--- src/rtl/dram_xm_pkg.sv ---
package dram_xm_pkg;

  typedef enum logic [1:0] {
    SZ_LONG = 2'b00,
    SZ_BYTE = 2'b01,
    SZ_WORD = 2'b10,
    SZ_LINE = 2'b11
  } xfer_size_e;

  typedef enum logic [1:0] {
    ST_IDLE,
    ST_RCD,
    ST_CAS,
    ST_ACK
  } seq_state_e;

  typedef struct packed {
    logic [3:0] lanes;
    logic       burst;
    logic [1:0] lw;
  } beat_plan_t;

endpackage

--- src/rtl/dram_xm_decode.sv ---
module dram_xm_decode #(
  parameter int ADDR_W    = 32,
  parameter int NUM_BANKS = 2,
  parameter int IDX_W     = 1
) (
  input  logic [ADDR_W-1:0]           addr,
  input  logic [NUM_BANKS*ADDR_W-1:0] cfg_base,
  input  logic [NUM_BANKS*ADDR_W-1:0] cfg_mask,
  input  logic [NUM_BANKS-1:0]        cfg_valid,
  output logic                        hit,
  output logic [IDX_W-1:0]            idx
);

  logic [NUM_BANKS-1:0] match;

  for (genvar b = 0; b < NUM_BANKS; b++) begin : g_cmp
    logic [ADDR_W-1:0] base_b;
    logic [ADDR_W-1:0] mask_b;
    assign base_b   = cfg_base[b*ADDR_W +: ADDR_W];
    assign mask_b   = cfg_mask[b*ADDR_W +: ADDR_W];
    assign match[b] = cfg_valid[b] && ((addr & mask_b) == (base_b & mask_b));
  end

  // Scan downwards so the lowest matching bank is written last and wins.
  always_comb begin
    hit = 1'b0;
    idx = '0;
    for (int b = NUM_BANKS - 1; b >= 0; b--) begin
      if (match[b]) begin
        hit = 1'b1;
        idx = IDX_W'(b);
      end
    end
  end

endmodule

--- src/rtl/dram_xm_lanes.sv ---
module dram_xm_lanes
  import dram_xm_pkg::*;
(
  input  logic       rd,
  input  logic [1:0] size,
  input  logic [1:0] low_addr,
  output logic [3:0] lanes
);

  always_comb begin
    if (rd) begin
      lanes = 4'b1111;
    end else begin
      case (xfer_size_e'(size))
        SZ_BYTE: lanes = 4'b0001 << low_addr;
        SZ_WORD: lanes = low_addr[1] ? 4'b1100 : 4'b0011;
        default: lanes = 4'b1111;
      endcase
    end
  end

endmodule

--- src/rtl/dram_xm_fsm.sv ---
module dram_xm_fsm
  import dram_xm_pkg::*;
#(
  parameter int NUM_BANKS = 2,
  parameter int IDX_W     = 1,
  parameter int RCD_CYC   = 1,
  parameter int CAS_CYC   = 1,
  parameter int PRE_CYC   = 2
) (
  input  logic                 clk,
  input  logic                 rst,
  input  logic                 strobe,
  input  logic                 hit,
  input  logic [IDX_W-1:0]     hit_idx,
  input  beat_plan_t           plan,
  output logic                 mux_row,
  output logic [NUM_BANKS-1:0] ras,
  output logic [3:0]           cas,
  output logic [1:0]           lw,
  output logic                 ack
);

  localparam int CMAX  = (RCD_CYC > CAS_CYC) ? RCD_CYC : CAS_CYC;
  localparam int CNT_W = $clog2(CMAX + 1);
  localparam int PRE_W = $clog2(PRE_CYC + 1);

  seq_state_e       state;
  logic [CNT_W-1:0] cnt;
  logic [PRE_W-1:0] pre_cnt;
  logic             need_rel;
  logic [3:0]       lanes_q;
  logic [1:0]       beats_left;

  always_ff @(posedge clk) begin
    if (rst) begin
      state      <= ST_IDLE;
      ras        <= '0;
      cas        <= '0;
      mux_row    <= 1'b1;
      ack        <= 1'b0;
      lw         <= '0;
      cnt        <= '0;
      pre_cnt    <= '0;
      need_rel   <= 1'b0;
      lanes_q    <= '0;
      beats_left <= '0;
    end else begin
      ack <= 1'b0;
      if (!strobe) need_rel <= 1'b0;
      case (state)
        ST_IDLE: begin
          if (pre_cnt != '0) pre_cnt <= pre_cnt - 1'b1;
          if (strobe && hit && (pre_cnt == '0) && !need_rel) begin
            ras        <= NUM_BANKS'(1) << hit_idx;
            lanes_q    <= plan.lanes;
            beats_left <= plan.burst ? 2'd3 : 2'd0;
            lw         <= plan.lw;
            cnt        <= CNT_W'(RCD_CYC - 1);
            state      <= ST_RCD;
          end
        end
        ST_RCD: begin
          if (!strobe) begin
            ras     <= '0;
            cas     <= '0;
            mux_row <= 1'b1;
            pre_cnt <= PRE_W'(PRE_CYC - 1);
            state   <= ST_IDLE;
          end else if (cnt == '0) begin
            mux_row <= 1'b0;
            cas     <= lanes_q;
            cnt     <= CNT_W'(CAS_CYC - 1);
            state   <= ST_CAS;
          end else begin
            cnt <= cnt - 1'b1;
          end
        end
        ST_CAS: begin
          if (!strobe) begin
            ras     <= '0;
            cas     <= '0;
            mux_row <= 1'b1;
            pre_cnt <= PRE_W'(PRE_CYC - 1);
            state   <= ST_IDLE;
          end else if (cnt == '0) begin
            cas   <= '0;
            ack   <= 1'b1;
            state <= ST_ACK;
          end else begin
            cnt <= cnt - 1'b1;
          end
        end
        ST_ACK: begin
          if (!strobe || beats_left == 2'd0) begin
            ras      <= '0;
            mux_row  <= 1'b1;
            pre_cnt  <= PRE_W'(PRE_CYC - 1);
            need_rel <= strobe;
            state    <= ST_IDLE;
          end else begin
            cas        <= lanes_q;
            lw         <= lw + 2'd1;
            beats_left <= beats_left - 2'd1;
            cnt        <= CNT_W'(CAS_CYC - 1);
            state      <= ST_CAS;
          end
        end
        default: state <= ST_IDLE;
      endcase
    end
  end

endmodule

--- src/rtl/dram_xm_seq.sv ---
module dram_xm_seq
  import dram_xm_pkg::*;
#(
  parameter int         ADDR_W    = 32,
  parameter int         NUM_BANKS = 2,
  parameter int         RCD_CYC   = 1,
  parameter int         CAS_CYC   = 1,
  parameter int         PRE_CYC   = 2,
  parameter logic [1:0] FILL_TT   = 2'b00
) (
  input  logic                        clk,
  input  logic                        rst,
  input  logic                        xm_strobe,
  input  logic [ADDR_W-1:0]           xm_addr,
  input  logic                        xm_read,
  input  logic [1:0]                  xm_size,
  input  logic [1:0]                  xm_ttype,
  input  logic [NUM_BANKS*ADDR_W-1:0] bank_base,
  input  logic [NUM_BANKS*ADDR_W-1:0] bank_mask,
  input  logic [NUM_BANKS-1:0]        bank_valid,
  input  logic [NUM_BANKS-1:0]        bank_burst_en,
  output logic                        mux_row_sel,
  output logic [NUM_BANKS-1:0]        ras,
  output logic [3:0]                  cas,
  output logic [1:0]                  burst_lw,
  output logic                        xm_ack
);

  localparam int IDX_W = (NUM_BANKS > 1) ? $clog2(NUM_BANKS) : 1;

  logic             hit;
  logic [IDX_W-1:0] hit_idx;
  logic [3:0]       lanes;
  beat_plan_t       plan;

  dram_xm_decode #(
    .ADDR_W   (ADDR_W),
    .NUM_BANKS(NUM_BANKS),
    .IDX_W    (IDX_W)
  ) i_decode (
    .addr     (xm_addr),
    .cfg_base (bank_base),
    .cfg_mask (bank_mask),
    .cfg_valid(bank_valid),
    .hit      (hit),
    .idx      (hit_idx)
  );

  dram_xm_lanes i_lanes (
    .rd      (xm_read),
    .size    (xm_size),
    .low_addr(xm_addr[1:0]),
    .lanes   (lanes)
  );

  always_comb begin
    plan.lanes = lanes;
    plan.burst = (xm_size == SZ_LINE) && (xm_ttype == FILL_TT) && bank_burst_en[hit_idx];
    plan.lw    = xm_addr[3:2];
  end

  dram_xm_fsm #(
    .NUM_BANKS(NUM_BANKS),
    .IDX_W    (IDX_W),
    .RCD_CYC  (RCD_CYC),
    .CAS_CYC  (CAS_CYC),
    .PRE_CYC  (PRE_CYC)
  ) i_fsm (
    .clk    (clk),
    .rst    (rst),
    .strobe (xm_strobe),
    .hit    (hit),
    .hit_idx(hit_idx),
    .plan   (plan),
    .mux_row(mux_row_sel),
    .ras    (ras),
    .cas    (cas),
    .lw     (burst_lw),
    .ack    (xm_ack)
  );

endmodule

--- config.mk ---
export PLATFORM = sky130hd
export DESIGN_NAME = dram_xm_seq
export DESIGN_NICKNAME = d
export VERILOG_FILES = /design/src/rtl/dram_xm_pkg.sv /design/src/rtl/dram_xm_decode.sv /design/src/rtl/dram_xm_lanes.sv /design/src/rtl/dram_xm_fsm.sv /design/src/rtl/dram_xm_seq.sv
export SDC_FILE = /design/constraint.sdc
export NUM_CORES = 1
export LEC_CHECK = 0
export ABC_CLOCK_PERIOD_IN_PS = 2100
export BUFFER_PORTS_ARGS = -buffer_cell sky130_fd_sc_hd__buf_2
export CAP_MARGIN = 10
export CORE_AREA = 2 2 81 83
export CTS_CLUSTER_DIAMETER = 50
export DETAILED_ROUTE_END_ITERATION = 12
export DIE_AREA = 0 0 83 85
export PLACE_DENSITY = 0.76
export SYNTH_ARGS = -nofsm -noshare
export SYNTH_HDL_FRONTEND = slang
export SYNTH_HIERARCHICAL = 1
export SYNTH_SLANG_ARGS = --single-unit
--- constraint.sdc ---
create_clock -name clk -period 2.1 [get_ports clk]
set_input_delay 0.105 -clock clk [delete_from_list [all_inputs] [get_ports clk]]
set_output_delay 0.105 -clock clk [all_outputs]
set_load 0.05 [all_outputs]
Word level (Yosys, flattened, before mapping):

Index checks and enable logic that the tools add are counted.

* add/sub/neg operators: 4
* eq/ne operators: 17
* order comparisons: 1
* mux-type cells: 50
* shift operators: 2
* divide/modulo/power cells: 0
* reduce and logical (&&, ||, !) cells: 27
* $mul: 0
* bitwise gates (word level): 6

Operators with widths (count)
* $and 32x32->32: 4
* $eq 32x32->1: 2
* $mux 2: 17
* $mux 4: 7
* $mux 1: 17
* $reduce_and 3->1: 5
* $pmux 2 s3: 2
* $pmux 4 s3: 1
* $eq 2x2->1 const B: 4
* $logic_not 2->1: 4
* $ne 2x1->1 const B: 4
* $pmux 2 s2: 2
* $pmux 2 s4: 1
* $pmux 4 s2: 1
* $reduce_and 4->1: 2
* $logic_and 1x1->1: 7
* $ne 2x2->1 const B: 3
* $ne 3x3->1 const B: 2
* $pmux 1 s3: 2
* $eq 2x1->1 const B: 2
* $reduce_bool 2->1: 2
* $shl 1x2->4 const A: 1
* $sub 2x1->2 const B: 2
* $reduce_bool 3->1: 1
* other kinds (10): 12

* latch bits: 0
* word-level logic and storage cells: 118
* bits in registers: 22
* ROM bits: 0
* output and inout port bits: 10
* memory bits (writable): 0
* input bits: 172
* memories kept: 0

Logic depth before layout (Yosys ltp):

Gate-level depths: netlist of run 1.

* depth after elaboration: 11
* mapped depth: 12
* gate-level depth less buffers: 12

Cells and area by module:

The synthesis of run 1 kept the hierarchy.

Modules (own cells, without submodules)
* dram_xm_fsm: area an instance 1048.5 um2, cells an instance 121, seq. area each 420.4 um2, instances 1
* dram_xm_decode: area an instance 907.1 um2, cells an instance 108, seq. area each 0.0 um2, instances 1
* dram_xm_lanes: area an instance 93.8 um2, cells an instance 14, seq. area each 0.0 um2, instances 1
* dram_xm_seq: area an instance 26.3 um2, cells an instance 3, seq. area each 0.0 um2, instances 1

Least setup slack after synthesis of run 1:

No wires, ideal clock.

* path type: input-to-reg
* start point: input xm_addr[28]
* end point: register i_fsm.state[1]
* arrival time: 2240 ps
* data required time: 2029 ps
* cell stages on the path: 10
* setup slack: -211 ps
* setup time: 71 ps
* cell sequence: xor2_1 a22o_1 a221oi_1 nand3_1 or4_4 nand2_1 nand4b_4 and2_4 or4_1 a21oi_1

* longest elaborated chain between the ends: 10
* elaborated cells on any way between the ends: 13
* those cells by class: eq/ne: 3; mux: 2; bitwise: 2; reduce/logical: 6

RTL lines
* start: declaration: line dram_xm_seq.sv:14 `input logic [ADDR_W-1:0] xm_addr,`
* $and 32x32->32: line dram_xm_decode.sv:21 `assign match[b] = cfg_valid[b] && ((addr & mask_b) == (base_b & mask_b));`
* $eq 32x32->1: line dram_xm_decode.sv:21
* $logic_and 1x1->1: line dram_xm_decode.sv:21
* $mux 1: line dram_xm_decode.sv:29 `if (match[b]) begin`
* $mux 1 (*): line dram_xm_decode.sv:29
* named net hit: line dram_xm_seq.sv:31 `logic hit;`
* $logic_and 1x1->1 (*) (3 in series): line dram_xm_fsm.sv:53 `if (strobe && hit && (pre_cnt == '0) && !need_rel) begin`
* $ne 2x1->1 (no source line) (*)
* $reduce_and 3->1 (no source line) (*)
* end signal: assignment: line dram_xm_fsm.sv:59 `state <= ST_RCD;`
* end signal: assignment: line dram_xm_fsm.sv:68 `state <= ST_IDLE;`
* end signal: assignment: line dram_xm_fsm.sv:73 `state <= ST_CAS;`
* end: declaration: line dram_xm_fsm.sv:27 `seq_state_e state;`

Mark *: on every way through the listed nets, which the timed path passes. The rest lies on a longest branch.
A chain may end at the register's enable or synchronous reset.

Worst setup path in the final report of run 1:

* start point: input bank_base[56]
* end point: register i_fsm.state[1]

* longest elaborated chain between the ends: 10

RTL lines
* start: declaration: line dram_xm_seq.sv:18 `input logic [NUM_BANKS*ADDR_W-1:0] bank_base,`
* $and 32x32->32: line dram_xm_decode.sv:21
* $eq 32x32->1: line dram_xm_decode.sv:21
* $logic_and 1x1->1: line dram_xm_decode.sv:21
* $mux 1 (2 in series): line dram_xm_decode.sv:29
* named net hit: line dram_xm_seq.sv:31
* $logic_and 1x1->1 (3 in series): line dram_xm_fsm.sv:53
* $ne 2x1->1 (no source line)
* $reduce_and 3->1 (no source line)

The timed path passes the listed nets, and every way through them passes these cells.

==> insert_results.sql, run 1 <==
INSERT INTO impl_metrics (metric_group, metric, value, unit) VALUES
('outcome', 'outcome', 'complete, but fails checks', ''),
('outcome', 'failed_checks', 'negative setup slack', ''),
('sta', 'hold_viol', '0', ''),
('floorplan', 'placementRows', '29', ''),
('route', 'wl_per_cell', '16.08', 'um'),
('run', 'max_cap_viol_count', '0', ''),
('sta', 'fin_ws', '-0.1527', 'ns'),
('logic_synthesis', 'yosys.cell_count.top_type', 'sky130_fd_sc_hd__xor2_1', ''),
('global_routing', 'pin_count_of_the_biggest_net_entering_global_routing', '23', ''),
('global_routing', 'grt_antenna_before_repair', '1', ''),
('route', 'post_drt_via_cell_ratio', '4.973', ''),
('logic_synthesis', 'synth_cell_types', '44', ''),
('clock_network', 'tritoncts', 'done', ''),
('floorplan', 'ios', '182', ''),
('sta', 'max_freq', '443.9', 'MHz'),
('pwr', 'leakagePower', '1.742', 'nW'),
('logic_synthesis', 'synth_seq_area_share', '20.25', '%'),
('clock_network', 'clock_latency_at_the_later_pin_of_the_worst_skew_pair', '0.26', 'ns'),
('logic_synthesis', 'ys_seq_elements', '21', ''),
('placement', 'placedCellCount', '517', ''),
('sta', 'worst_slew_pin_slew', '0.5103', 'ns'),
('min_path', 'hold-path-cell-count', '5', ''),
('clock_network', 'cts.sinks', '21', ''),
('logic_synthesis', 'synth_commonest_cells', 'sky130_fd_sc_hd__xor2_1 (64), sky130_fd_sc_hd__dfxtp_1 (21), sky130_fd_sc_hd__a22oi_1 (20)', ''),
('logic_synthesis', 'synth_largest_type_area_fraction', '27.00', '%'),
('worst_setup_path', 'r2r_slack', '0.24', 'ns'),
('worst_setup_path', 'rr_endpoint', 'i_fsm/state[1]', ''),
('placement', 'preCtsSetupSlack', '-0.5242', 'ns'),
('worst_setup_path', 'reg2regPathDepth', '5', ''),
('clock_network', 'postCtsHoldBufs', '0', ''),
('clock_network', 'htree_num_levels', '1', ''),
('cells_and_area', 'finish.cell_count_without_fillers', '524', ''),
('floorplan', 'floorplan.die.height', '85', 'um'),
('logic_synthesis', 'post_synthesis_area_per_instance', '8.438', 'um2'),
('sta', 'min_period_over_period', '107.3', '%'),
('sta', 'finalClockSkew', '0.001666', 'ns'),
('worst_setup_path', 'r2r-start', 'i_fsm/state[1]', ''),
('worst_setup_path', 'kind_of_end_point_of_the_critical_path', 'flip-flop', ''),
('worst_setup_path', 'worst_path_largest_cell_delay', '0.48', 'ns'),
('logic_synthesis', 'synthFlopType', 'sky130_fd_sc_hd__dfxtp_1', ''),
('worst_setup_path', 'timing.critical_path.required', '2.29', 'ns'),
('floorplan', 'floorplan.core_area', '0.006205', 'mm2'),
('sta', 'setup_viol', '7', ''),
('sta', 'finalCriticalPeriod', '2.253', 'ns'),
('global_routing', 'gr-usage-all-layers', '22.17', '%'),
('worst_setup_path', 'setup_crit_start_kind', 'input pin', ''),
('cells_and_area', 'n_fill_cell', '598', ''),
('sta', 'max_slew_violation_total_from_the_final_report', '0', ''),
('route', 'route.detailed.drc', '0', ''),
('logic_synthesis', 'synth_warnings', '6', ''),
('worst_setup_path', 'crit_path_frequent_cell', 'sky130_fd_sc_hd__or4_4', ''),
('route', 'drtAntennaViolNets', '0', ''),
('clock_network', 'ctsLongestPathBuffers', '2', ''),
('worst_setup_path', 'timing.critical_path.slowest_stage_cell', 'sky130_fd_sc_hd__or4_4', ''),
('route', 'detailed_route_iter0_violations', '88', ''),
('placement', 'placement.io_buffers', '181', ''),
('global_routing', 'grt_pass1_wl', '12.54', 'mm'),
('worst_setup_path', 'cp.arrival', '2.45', 'ns'),
('sta', 'slew_headroom', '65.62', '%'),
('pwr', 'vdd.ir_drop.worst', '369.4', 'uV'),
('min_path', 'hold-path-endpoint', 'i_fsm/lanes_q[2]', ''),
('global_routing', 'globalRoute.totalOverflow', '0', ''),
('sta', 'setup_tns', '-0.5435', 'ns'),
('placement', 'dp_hpwl', '7.408', 'mm'),
('clock_network', 'cts_buffers', '3', ''),
('worst_setup_path', 'critPathKind', 'in -> reg', ''),
('min_path', 'worstHoldPathType', 'in -> reg', ''),
('logic_synthesis', 'async_reset_ff_share', '0', '%'),
('clock_network', 'root_buffer', 'sky130_fd_sc_hd__clkbuf_8', ''),
('route', 'drtPass1Iterations', '4', ''),
('logic_synthesis', 'synthDominantAreaCellType', 'sky130_fd_sc_hd__xor2_1', '');
[final cells by class]
| class | instances | area [um2] | share of cell area [%] |
|---|---|---|---|
| well taps | 77 | 96.34 | 2.871 |
| flip-flops and latches | 21 | 420.4 | 12.53 |
| inverters | 13 | 48.80 | 1.454 |
| repair buffers | 201 | 1069 | 31.84 |
| clock buffers | 4 | 45.04 | 1.342 |
| diodes | 1 | 2.502 | 0.07457 |
| multi-input cells | 207 | 1674 | 49.89 |
[critical path, delay by kind of cell]
family          cells  cell delay, ns
xor+xnor            1            0.17
simple gates        6            1.46
buf+inv             1            0.10
compound gates      2            0.63
[worst max path at each step]
stage / end / slack, ns / depth (start not counted)
after floorplan: i_fsm/state[1] / -0.1 / 10
after global routing: i_fsm/state[1] / -0.22 / 10
after global placement: i_fsm/beats_left[0] / -0.49 / 11
after detailed placement: i_fsm/state[1] / -0.52 / 10
final: i_fsm/state[1] / -0.15 / 10
after CTS: i_fsm/beats_left[0] / -0.21 / 12
[report_power, final]
part / internal [mW] / switching (mW) / total (mW)
sequential: 0.426 / 0.0162 / 0.443
clock: 0.135 / 0.129 / 0.264
combinational: 0.317 / 0.331 / 0.649
total: 0.879 / 0.476 / 1.36
[layout by cell type (no fill, tap or decap), types with 9 or more instances in the layout]
| cell type | instances |
|---|---|
| sky130_fd_sc_hd__buf_4 | 20 |
| sky130_fd_sc_hd__buf_2 | 179 |
| sky130_fd_sc_hd__nand2_1 | 9 |
| sky130_fd_sc_hd__nor2_1 | 15 |
| sky130_fd_sc_hd__xor2_1 | 63 |
| sky130_fd_sc_hd__a21oi_1 | 10 |
| sky130_fd_sc_hd__ha_1 | 9 |
| sky130_fd_sc_hd__inv_1 | 12 |
| sky130_fd_sc_hd__dfxtp_1 | 21 |
| sky130_fd_sc_hd__a22oi_1 | 20 |
[state kept, by name (all words and copies together), names as in the netlist, 2 cells and up]
signal            count
i_fsm/pre_cnt         2
i_fsm/ras             2
i_fsm/cas             4
i_fsm/state           2
i_fsm/lw              2
i_fsm/lanes_q         4
i_fsm/beats_left      2
[metal layers]
| layer | part of all wire, % | vias up | GRT usage (%) |
|---|---|---|---|
| met5 | 0 | - | 0 |
| met4 | 4.6 | 0 | 10.88 |
| met3 | 4.9 | 27 | 2.821 |
| met2 | 52 | 97 | 40.76 |
| met1 | 39 | 1184 | 25.28 |
| li1 | - | 1298 | - |
[through the flow]
step / total power [mW] / utilization [%]
detailed placement: 1.082 / 51.76
global placement: 1.064 / 51.76
finish: 1.355 / 54.08
CTS: 1.360 / 53.32
global route: 1.453 / 54.08
floorplan: 0.7728 / -
[cell families after synthesis]
logic type	after synthesis	synth area share, %
muxes	6	2.893
and+or+nand+nor	61	16.76
adders and majority gates	9	5.425
AOI/OAI and AO/OA	67	24.35
DFF	21	20.25
buffers and inverters	18	3.314
xor gates and xnor gates	64	27.00
[what timing repair did]
item,CTS,global route
resized for setup,12,9
pin swaps,13,11
endpoints found under the setup margin,11,11
buffers inserted,1,2
Note: power is estimated with default switching activity, not from simulation.
==> run 2, diff against run 1 <==
--- a/config.mk
+++ b/config.mk
@@ -13,5 +13,5 @@
 export DETAILED_ROUTE_END_ITERATION = 12
 export DIE_AREA = 0 0 83 85
-export PLACE_DENSITY = 0.76
+export PLACE_DENSITY = 0.8
 export SYNTH_ARGS = -nofsm -noshare
 export SYNTH_HDL_FRONTEND = slang
==> constraint.sdc (replaced) <==
create_clock -name clk -period 2.1 [get_ports clk]
set_input_delay 0.105 -clock clk [delete_from_list [all_inputs] [get_ports clk]]
set_output_delay 0.105 -clock clk [all_outputs]
set_load 0.1 [all_outputs]
==> run 2 against run 1 <==
Largest cell class unchanged. First-iteration DRC count decreased by 24%. The flow still finishes with violations (negative setup slack). Sequential share of layout area about the same. Critical endpoint is now i_fsm/beats_left[0]. Cell area hardly changed. Critical path depth rose by 3. Combinational power is 4.3% higher.
==> insert_results.sql, run 2 (synthesis results as in run 1) <==
INSERT INTO impl_metrics (metric_group, metric, value, unit) VALUES
('outcome', 'outcome', 'complete, but fails checks', ''),
('outcome', 'failed_checks', 'negative setup slack', ''),
('placement', 'placedCellCount', '516', ''),
('cells_and_area', 'mostFrequentLayoutCells', 'sky130_fd_sc_hd__buf_2 (176), sky130_fd_sc_hd__xor2_1 (63), sky130_fd_sc_hd__dfxtp_1 (21)', ''),
('route', 'detailed_route_iter0_violations', '67', ''),
('floorplan', 'floorplan.core_area', '0.006205', 'mm2'),
('cells_and_area', 'num_antenna_cells', '0', ''),
('placement', 'preCtsSetupSlack', '-0.5227', 'ns'),
('sta', 'finalClockSkew', '0.002534', 'ns'),
('worst_setup_path', 'path_max_fanout', '2', ''),
('global_routing', 'gr-usage-all-layers', '21.54', '%'),
('sta', 'max_slew_violation_total_from_the_final_report', '0', ''),
('sta', 'worst_slew_pin_slew', '0.5069', 'ns'),
('sta', 'min_period_over_period', '107.2', '%'),
('global_routing', 'grt_pass1_vias', '2612', ''),
('floorplan', 'die_width', '83', 'um'),
('cells_and_area', 'layout.cells.most_common', 'sky130_fd_sc_hd__buf_2', ''),
('route', 'drtAntennaViolNets', '0', ''),
('global_routing', 'grt_antenna_before_repair', '0', ''),
('clock_network', 'postCtsHoldBufs', '0', ''),
('sta', 'slew_headroom', '66.44', '%'),
('pwr', 'leakagePower', '1.730', 'nW'),
('floorplan', 'floorplan.initialDensity', '33.45', '%'),
('pwr', 'p_total', '1.388', 'mW'),
('worst_setup_path', 'setup_crit_start_kind', 'input pin', ''),
('worst_setup_path', 'timing.critical_path.required', '2.29', 'ns'),
('global_routing', 'grt_pass1_wl', '12.30', 'mm'),
('clock_network', 'tritoncts', 'done', ''),
('route', 'route.detailed.drc', '0', ''),
('route', 'totalWireLength', '8.129', 'mm'),
('worst_setup_path', 'cell_by_cell_trace_of_the_critical_path', 'buf_2, xor2_1, a22o_1, a221oi_2, nand4_1, or4_4, nor2b_4, mux2i_1, nor4_2, nor2_1, nor2_1, nand2_1, a21oi_2', ''),
('clock_network', 'ctsLongestPathBuffers', '2', ''),
('placement', 'dp_hpwl', '7.123', 'mm'),
('worst_setup_path', 'critPathKind', 'in -> reg', ''),
('clock_network', 'cts_buffers', '3', ''),
('sta', 'setup_viol', '5', ''),
('clock_network', 'htree_num_levels', '1', ''),
('worst_setup_path', 'kind_of_end_point_of_the_critical_path', 'flip-flop', ''),
('cells_and_area', 'layout-drive-gt1-share', '51.46', '%'),
('global_routing', 'pin_count_of_the_biggest_net_entering_global_routing', '23', ''),
('clock_network', 'cts.sinks', '21', ''),
('pwr', 'power_density', '414.0', 'mW/mm2'),
('floorplan', 'floorplan.die.height', '85', 'um'),
('global_routing', 'globalRoute.totalOverflow', '0', ''),
('clock_network', 'worst_setup_hold_path_clk_slew', '0.08', 'ns'),
('sta', 'finalCriticalPeriod', '2.252', 'ns'),
('run', 'max_cap_viol_count', '0', ''),
('worst_setup_path', 'cp.arrival', '2.45', 'ns'),
('floorplan', 'placementRows', '29', ''),
('sta', 'rsz0062_at_grt', 'true', ''),
('min_path', 'worstHoldPathType', 'in -> reg', ''),
('pwr', 'vdd.ir_drop.worst', '383.6', 'uV'),
('sta', 'hold_viol', '0', ''),
('sta', 'max_freq', '444.1', 'MHz'),
('worst_setup_path', 'worst_path_largest_cell_delay', '0.58', 'ns'),
('sta', 'fin_ws', '-0.1519', 'ns'),
('route', 'num_vias', '2576', ''),
('cells_and_area', 'biggestRegsByFlops', 'i_fsm/cas (4), i_fsm/lanes_q (4)', ''),
('floorplan', 'ios', '182', ''),
('worst_setup_path', 'timing.critical_path.slowest_stage_cell', 'sky130_fd_sc_hd__or4_4', ''),
('route', 'drtPass1Iterations', '4', ''),
('route', 'wl_per_cell', '15.57', 'um'),
('placement', 'finalWeightedCongestion', '0.8992', ''),
('clock_network', 'root_buffer', 'sky130_fd_sc_hd__clkbuf_8', ''),
('cells_and_area', 'syn_to_final_growth', '61.54', '%'),
('floorplan', 'die_ar', '0.007055', 'mm2'),
('cells_and_area', 'finish.cell_count_without_fillers', '522', ''),
('cells_and_area', 'nets', '627', ''),
('route', 'post_drt_via_cell_ratio', '4.935', ''),
('placement', 'placement.io_buffers', '181', ''),
('clock_network', 'clock_latency_at_the_later_pin_of_the_worst_skew_pair', '0.26', 'ns'),
('worst_setup_path', 'crit_path_frequent_cell', 'sky130_fd_sc_hd__nor2_1', '');
[run 2: report_power, final]
group	internal, mW	leakage (nW)	switching [mW]
Clock	0.134	0.0217	0.135
Combinational	0.320	1.54	0.357
Sequential	0.426	0.170	0.0156
[run 2: worst paths after layout]
| path | startpoint | end | slack, ns | depth (start not counted) |
|---|---|---|---|---|
| hold / removal | xm_read | i_fsm/lanes_q[1] | 0.23 | 5 |
| setup reg to reg | i_fsm/state[0] | i_fsm/cas[3] | 0.34 | 6 |
| hold reg to reg | i_fsm/ras[0] | i_fsm/ras[0] | 0.47 | 2 |
| setup / recovery | xm_addr[6] | i_fsm/beats_left[0] | -0.15 | 13 |
[run 2: what timing repair did]
action | CTS | global route
resized for setup | 13 | 8
pin swaps | 10 | 13
buffers inserted | 1 | 1
endpoints found under the setup margin | 11 | 12
cloned | 0 | 0
[run 2: critical path, delay by kind of cell]
| family | cells | cell delay [ns] |
|---|---|---|
| XOR/XNOR | 1 | 0.15 |
| buffers and inverters | 1 | 0.11 |
| multiplexers | 1 | 0.12 |
| AND/OR/NAND/NOR | 7 | 1.45 |
| AO/OA/AOI/OAI | 3 | 0.50 |
[run 2: per-stage QoR]
stage | instance area, um2 | util (%) | hold WS, ns | setup TNS (ns)
6_report | 3353 | 54.04 | 0.2286 | -0.4281
5_1_grt | 3353 | 54.04 | 0.2652 | -1.222
4_1_cts | 3312 | 53.38 | 0.2255 | -0.4337
3_5_place_dp | 3204 | 51.64 | 0.4652 | -5.307
3_3_place_gp | 3204 | 51.64 | 0.4537 | -4.836
2_1_floorplan | 2105 | - | 0.2595 | -0.4596
[run 2: cell type report]
cell class,instances,area [um2]
Clock buffer,3,41.29
Fill cell,579,2851
Timing Repair Buffer,200,1084
Inverter,13,48.80
Multi-Input combinational cell,207,1655
Tap cell,77,96.34
Sequential cell,21,420.4
Clock inverter,1,7.507
[run 2: metal layers]
layer  share of wire [%]  track usage [%]
met3                 5.4            3.599
met2                  51            39.74
met4                 2.9            7.750
met5                   0                0
met1                  40            25.06
==> run 3, diff against run 2 <==
SKIP_CTS_REPAIR_TIMING = 1   (was unset)
==> run 3 against run 2 <==
The run still ends with negative setup slack left. Die area unchanged. Via count down 0.78%. Maximum frequency down 0.80%. First-iteration DRC count is 15% lower. Global-route usage is the same. Critical path depth decreased by 3. Critical path type unchanged. Largest power group unchanged.
==> insert_results.sql, run 3 (synthesis results as in run 1) <==
INSERT INTO impl_metrics (metric_group, metric, value, unit) VALUES
('worst_setup_path', 'timing.critical_path.required', '2.29', 'ns'),
('global_routing', 'globalRoute.totalOverflow', '0', ''),
('global_routing', 'gr-usage-all-layers', '21.54', '%'),
('worst_setup_path', 'rr_endpoint', 'i_fsm/cas[3]', ''),
('min_path', 'min_from', 'xm_read', ''),
('placement', 'placement.io_buffers', '181', ''),
('sta', 'worst_slew_pin_slew', '0.4909', 'ns'),
('cells_and_area', 'n_fill_cell', '584', ''),
('worst_setup_path', 'worst-path-buf-inv', '1', ''),
('cells_and_area', 'layout-drive-gt1-share', '50.00', '%'),
('sta', 'finalClockSkew', '0.001279', 'ns'),
('global_routing', 'grt_pass1_wl', '12.28', 'mm'),
('floorplan', 'floorplan.core_area', '0.006205', 'mm2'),
('sta', 'rsz0062_at_grt', 'true', ''),
('cells_and_area', 'biggestRegsByFlops', 'i_fsm/cas (4), i_fsm/lanes_q (4)', ''),
('route', 'wl_per_cell', '15.38', 'um'),
('floorplan', 'placementRows', '29', ''),
('clock_network', 'root_buffer', 'sky130_fd_sc_hd__clkbuf_8', ''),
('worst_setup_path', 'cell_by_cell_trace_of_the_critical_path', 'buf_6, xor2_1, a222oi_1, nand4_1, or4_4, nand2_2, nand4b_4, and2_4, or4_1, a21oi_1', ''),
('floorplan', 'floorplan.die.height', '85', 'um'),
('route', 'totalWireLength', '8.011', 'mm'),
('sta', 'setup_viol', '9', ''),
('sta', 'max_freq', '440.5', 'MHz'),
('route', 'num_vias', '2556', ''),
('cells_and_area', 'num_antenna_cells', '0', ''),
('sta', 'fin_ws', '-0.1700', 'ns'),
('outcome', 'failed_checks', 'negative setup slack', ''),
('worst_setup_path', 'dominant_delay_contributor_by_cell_family_on_the_critical_path', 'simple AND/OR/NAND/NOR gates', ''),
('floorplan', 'die_width', '83', 'um'),
('route', 'drtAntennaViolNets', '0', ''),
('cells_and_area', 'finalCoreUtilization', '53.03', '%'),
('sta', 'max_slew_violation_total_from_the_final_report', '0', ''),
('pwr', 'leakagePower', '1.721', 'nW'),
('outcome', 'outcome', 'complete, but fails checks', ''),
('sta', 'worst_hold_slack', '0.2283', 'ns'),
('worst_setup_path', 'worst_path_largest_cell_delay', '0.53', 'ns'),
('clock_network', 'ctsLongestPathBuffers', '2', ''),
('pwr', 'p_total', '1.372', 'mW'),
('clock_network', 'clock_latency_at_the_later_pin_of_the_worst_skew_pair', '0.26', 'ns'),
('placement', 'finalWeightedCongestion', '0.8992', ''),
('pwr', 'power_density', '417.0', 'mW/mm2'),
('sta', 'finalCriticalPeriod', '2.270', 'ns'),
('worst_setup_path', 'setup_crit_start_kind', 'input pin', ''),
('cells_and_area', 'nets', '626', ''),
('floorplan', 'die_ar', '0.007055', 'mm2'),
('worst_setup_path', 'timing.critical_path.slowest_stage_cell', 'sky130_fd_sc_hd__or4_4', ''),
('clock_network', 'cts.sinks', '21', ''),
('clock_network', 'worst_setup_hold_path_clk_slew', '0.08', 'ns'),
('route', 'drtPass1Iterations', '5', ''),
('placement', 'preCtsSetupSlack', '-0.5227', 'ns'),
('worst_setup_path', 'kind_of_end_point_of_the_critical_path', 'flip-flop', ''),
('worst_setup_path', 'path_max_fanout', '4', ''),
('worst_setup_path', 'r2r_slack', '0.33', 'ns'),
('route', 'detailed_route_iter0_violations', '57', ''),
('global_routing', 'grt_antenna_before_repair', '0', ''),
('cells_and_area', 'mostFrequentLayoutCells', 'sky130_fd_sc_hd__buf_2 (179), sky130_fd_sc_hd__xor2_1 (64), sky130_fd_sc_hd__dfxtp_1 (21)', ''),
('clock_network', 'tritoncts', 'done', ''),
('sta', 'hold_viol', '0', ''),
('cells_and_area', 'syn_to_final_growth', '58.53', '%'),
('clock_network', 'htree_num_levels', '1', ''),
('min_path', 'worstHoldPathType', 'in -> reg', ''),
('min_path', 'hold-path-endpoint', 'i_fsm/lanes_q[1]', ''),
('clock_network', 'cts_buffers', '3', ''),
('worst_setup_path', 'reg2regPathDepth', '6', ''),
('route', 'post_drt_via_cell_ratio', '4.906', ''),
('global_routing', 'grt_pass1_vias', '2616', ''),
('placement', 'dp_hpwl', '7.123', 'mm'),
('worst_setup_path', 'r2r-start', 'i_fsm/state[0]', ''),
('global_routing', 'pin_count_of_the_biggest_net_entering_global_routing', '23', ''),
('route', 'route.detailed.drc', '0', ''),
('worst_setup_path', 'worstSetupStartpoint', 'bank_base[56]', ''),
('floorplan', 'floorplan.initialDensity', '33.45', '%'),
('floorplan', 'ios', '182', ''),
('cells_and_area', 'finish.cell_count_without_fillers', '521', ''),
('min_path', 'hold-path-cell-count', '5', ''),
('sta', 'slew_headroom', '67.21', '%'),
('placement', 'placedCellCount', '516', ''),
('run', 'max_cap_viol_count', '0', ''),
('cells_and_area', 'layout.cells.most_common', 'sky130_fd_sc_hd__buf_2', ''),
('worst_setup_path', 'cp.arrival', '2.46', 'ns'),
('worst_setup_path', 'critPathKind', 'in -> reg', ''),
('sta', 'min_period_over_period', '108.1', '%'),
('pwr', 'vdd.ir_drop.worst', '377.8', 'uV');
==> run 3: cell count changes in the layout (fill, tap and decap cells not counted), sizes merged <==
cell  previous run  this run
buf            200       199
==> run 3: cell type report <==
type                    count  area (um2)  share of cell area [%]
clock buffers               3       41.29                   1.255
clock inverters             1       7.507                  0.2281
inverters                  13       48.80                   1.483
multi-input cells         207        1623                   49.32
flip-flops and latches     21       420.4                   12.78
well taps                  77       96.34                   2.928
repair buffers            199        1054                   32.02
==> run 3: worst max-delay path by stage <==
stage	end	depth (start not counted)	slack, ns
floorplan	i_fsm/state[1]	10	-0.1
global placement	i_fsm/beats_left[1]	13	-0.48
finish	i_fsm/state[1]	10	-0.17
CTS	i_fsm/state[1]	10	-0.25
global route	i_fsm/beats_left[1]	12	-0.27
detailed placement	i_fsm/state[1]	10	-0.52
==> run 3: per-stage QoR <==
| step | cell area, um2 | setup TNS, ns |
|---|---|---|
| CTS | 3253 | -2.036 |
| detailed placement | 3204 | -5.307 |
| floorplan | 2105 | -0.4596 |
| global placement | 3204 | -4.836 |
| global route | 3291 | -1.926 |
| finish | 3291 | -0.8560 |
==> run 3: routing by layer <==
| layer | global-route usage [%] | vias to the layer above | routed length, um |
|---|---|---|---|
| li1 | - | 1290 | - |
| met1 | 24.94 | 1140 | 3140 |
| met2 | 39.08 | 104 | 4112 |
| met3 | 3.891 | 22 | 470 |
| met4 | 8.942 | 0 | 288 |
| met5 | 0 | - | 0 |
==> run 3: worst min-delay path: stages <==
cell and delay [ns]:
sky130_fd_sc_hd__buf_2 0.07, sky130_fd_sc_hd__nor2_1 0.06, sky130_fd_sc_hd__o21ai_0 0.07, sky130_fd_sc_hd__mux2i_1 0.06
sky130_fd_sc_hd__nor2_1 0.07
==> run 3: report_power, final <==
part / total (mW) / switching, mW / internal [mW]
sequential: 0.441 / 0.0153 / 0.426
combinational: 0.662 / 0.349 / 0.313
clock: 0.269 / 0.135 / 0.134
total: 1.37 / 0.499 / 0.873
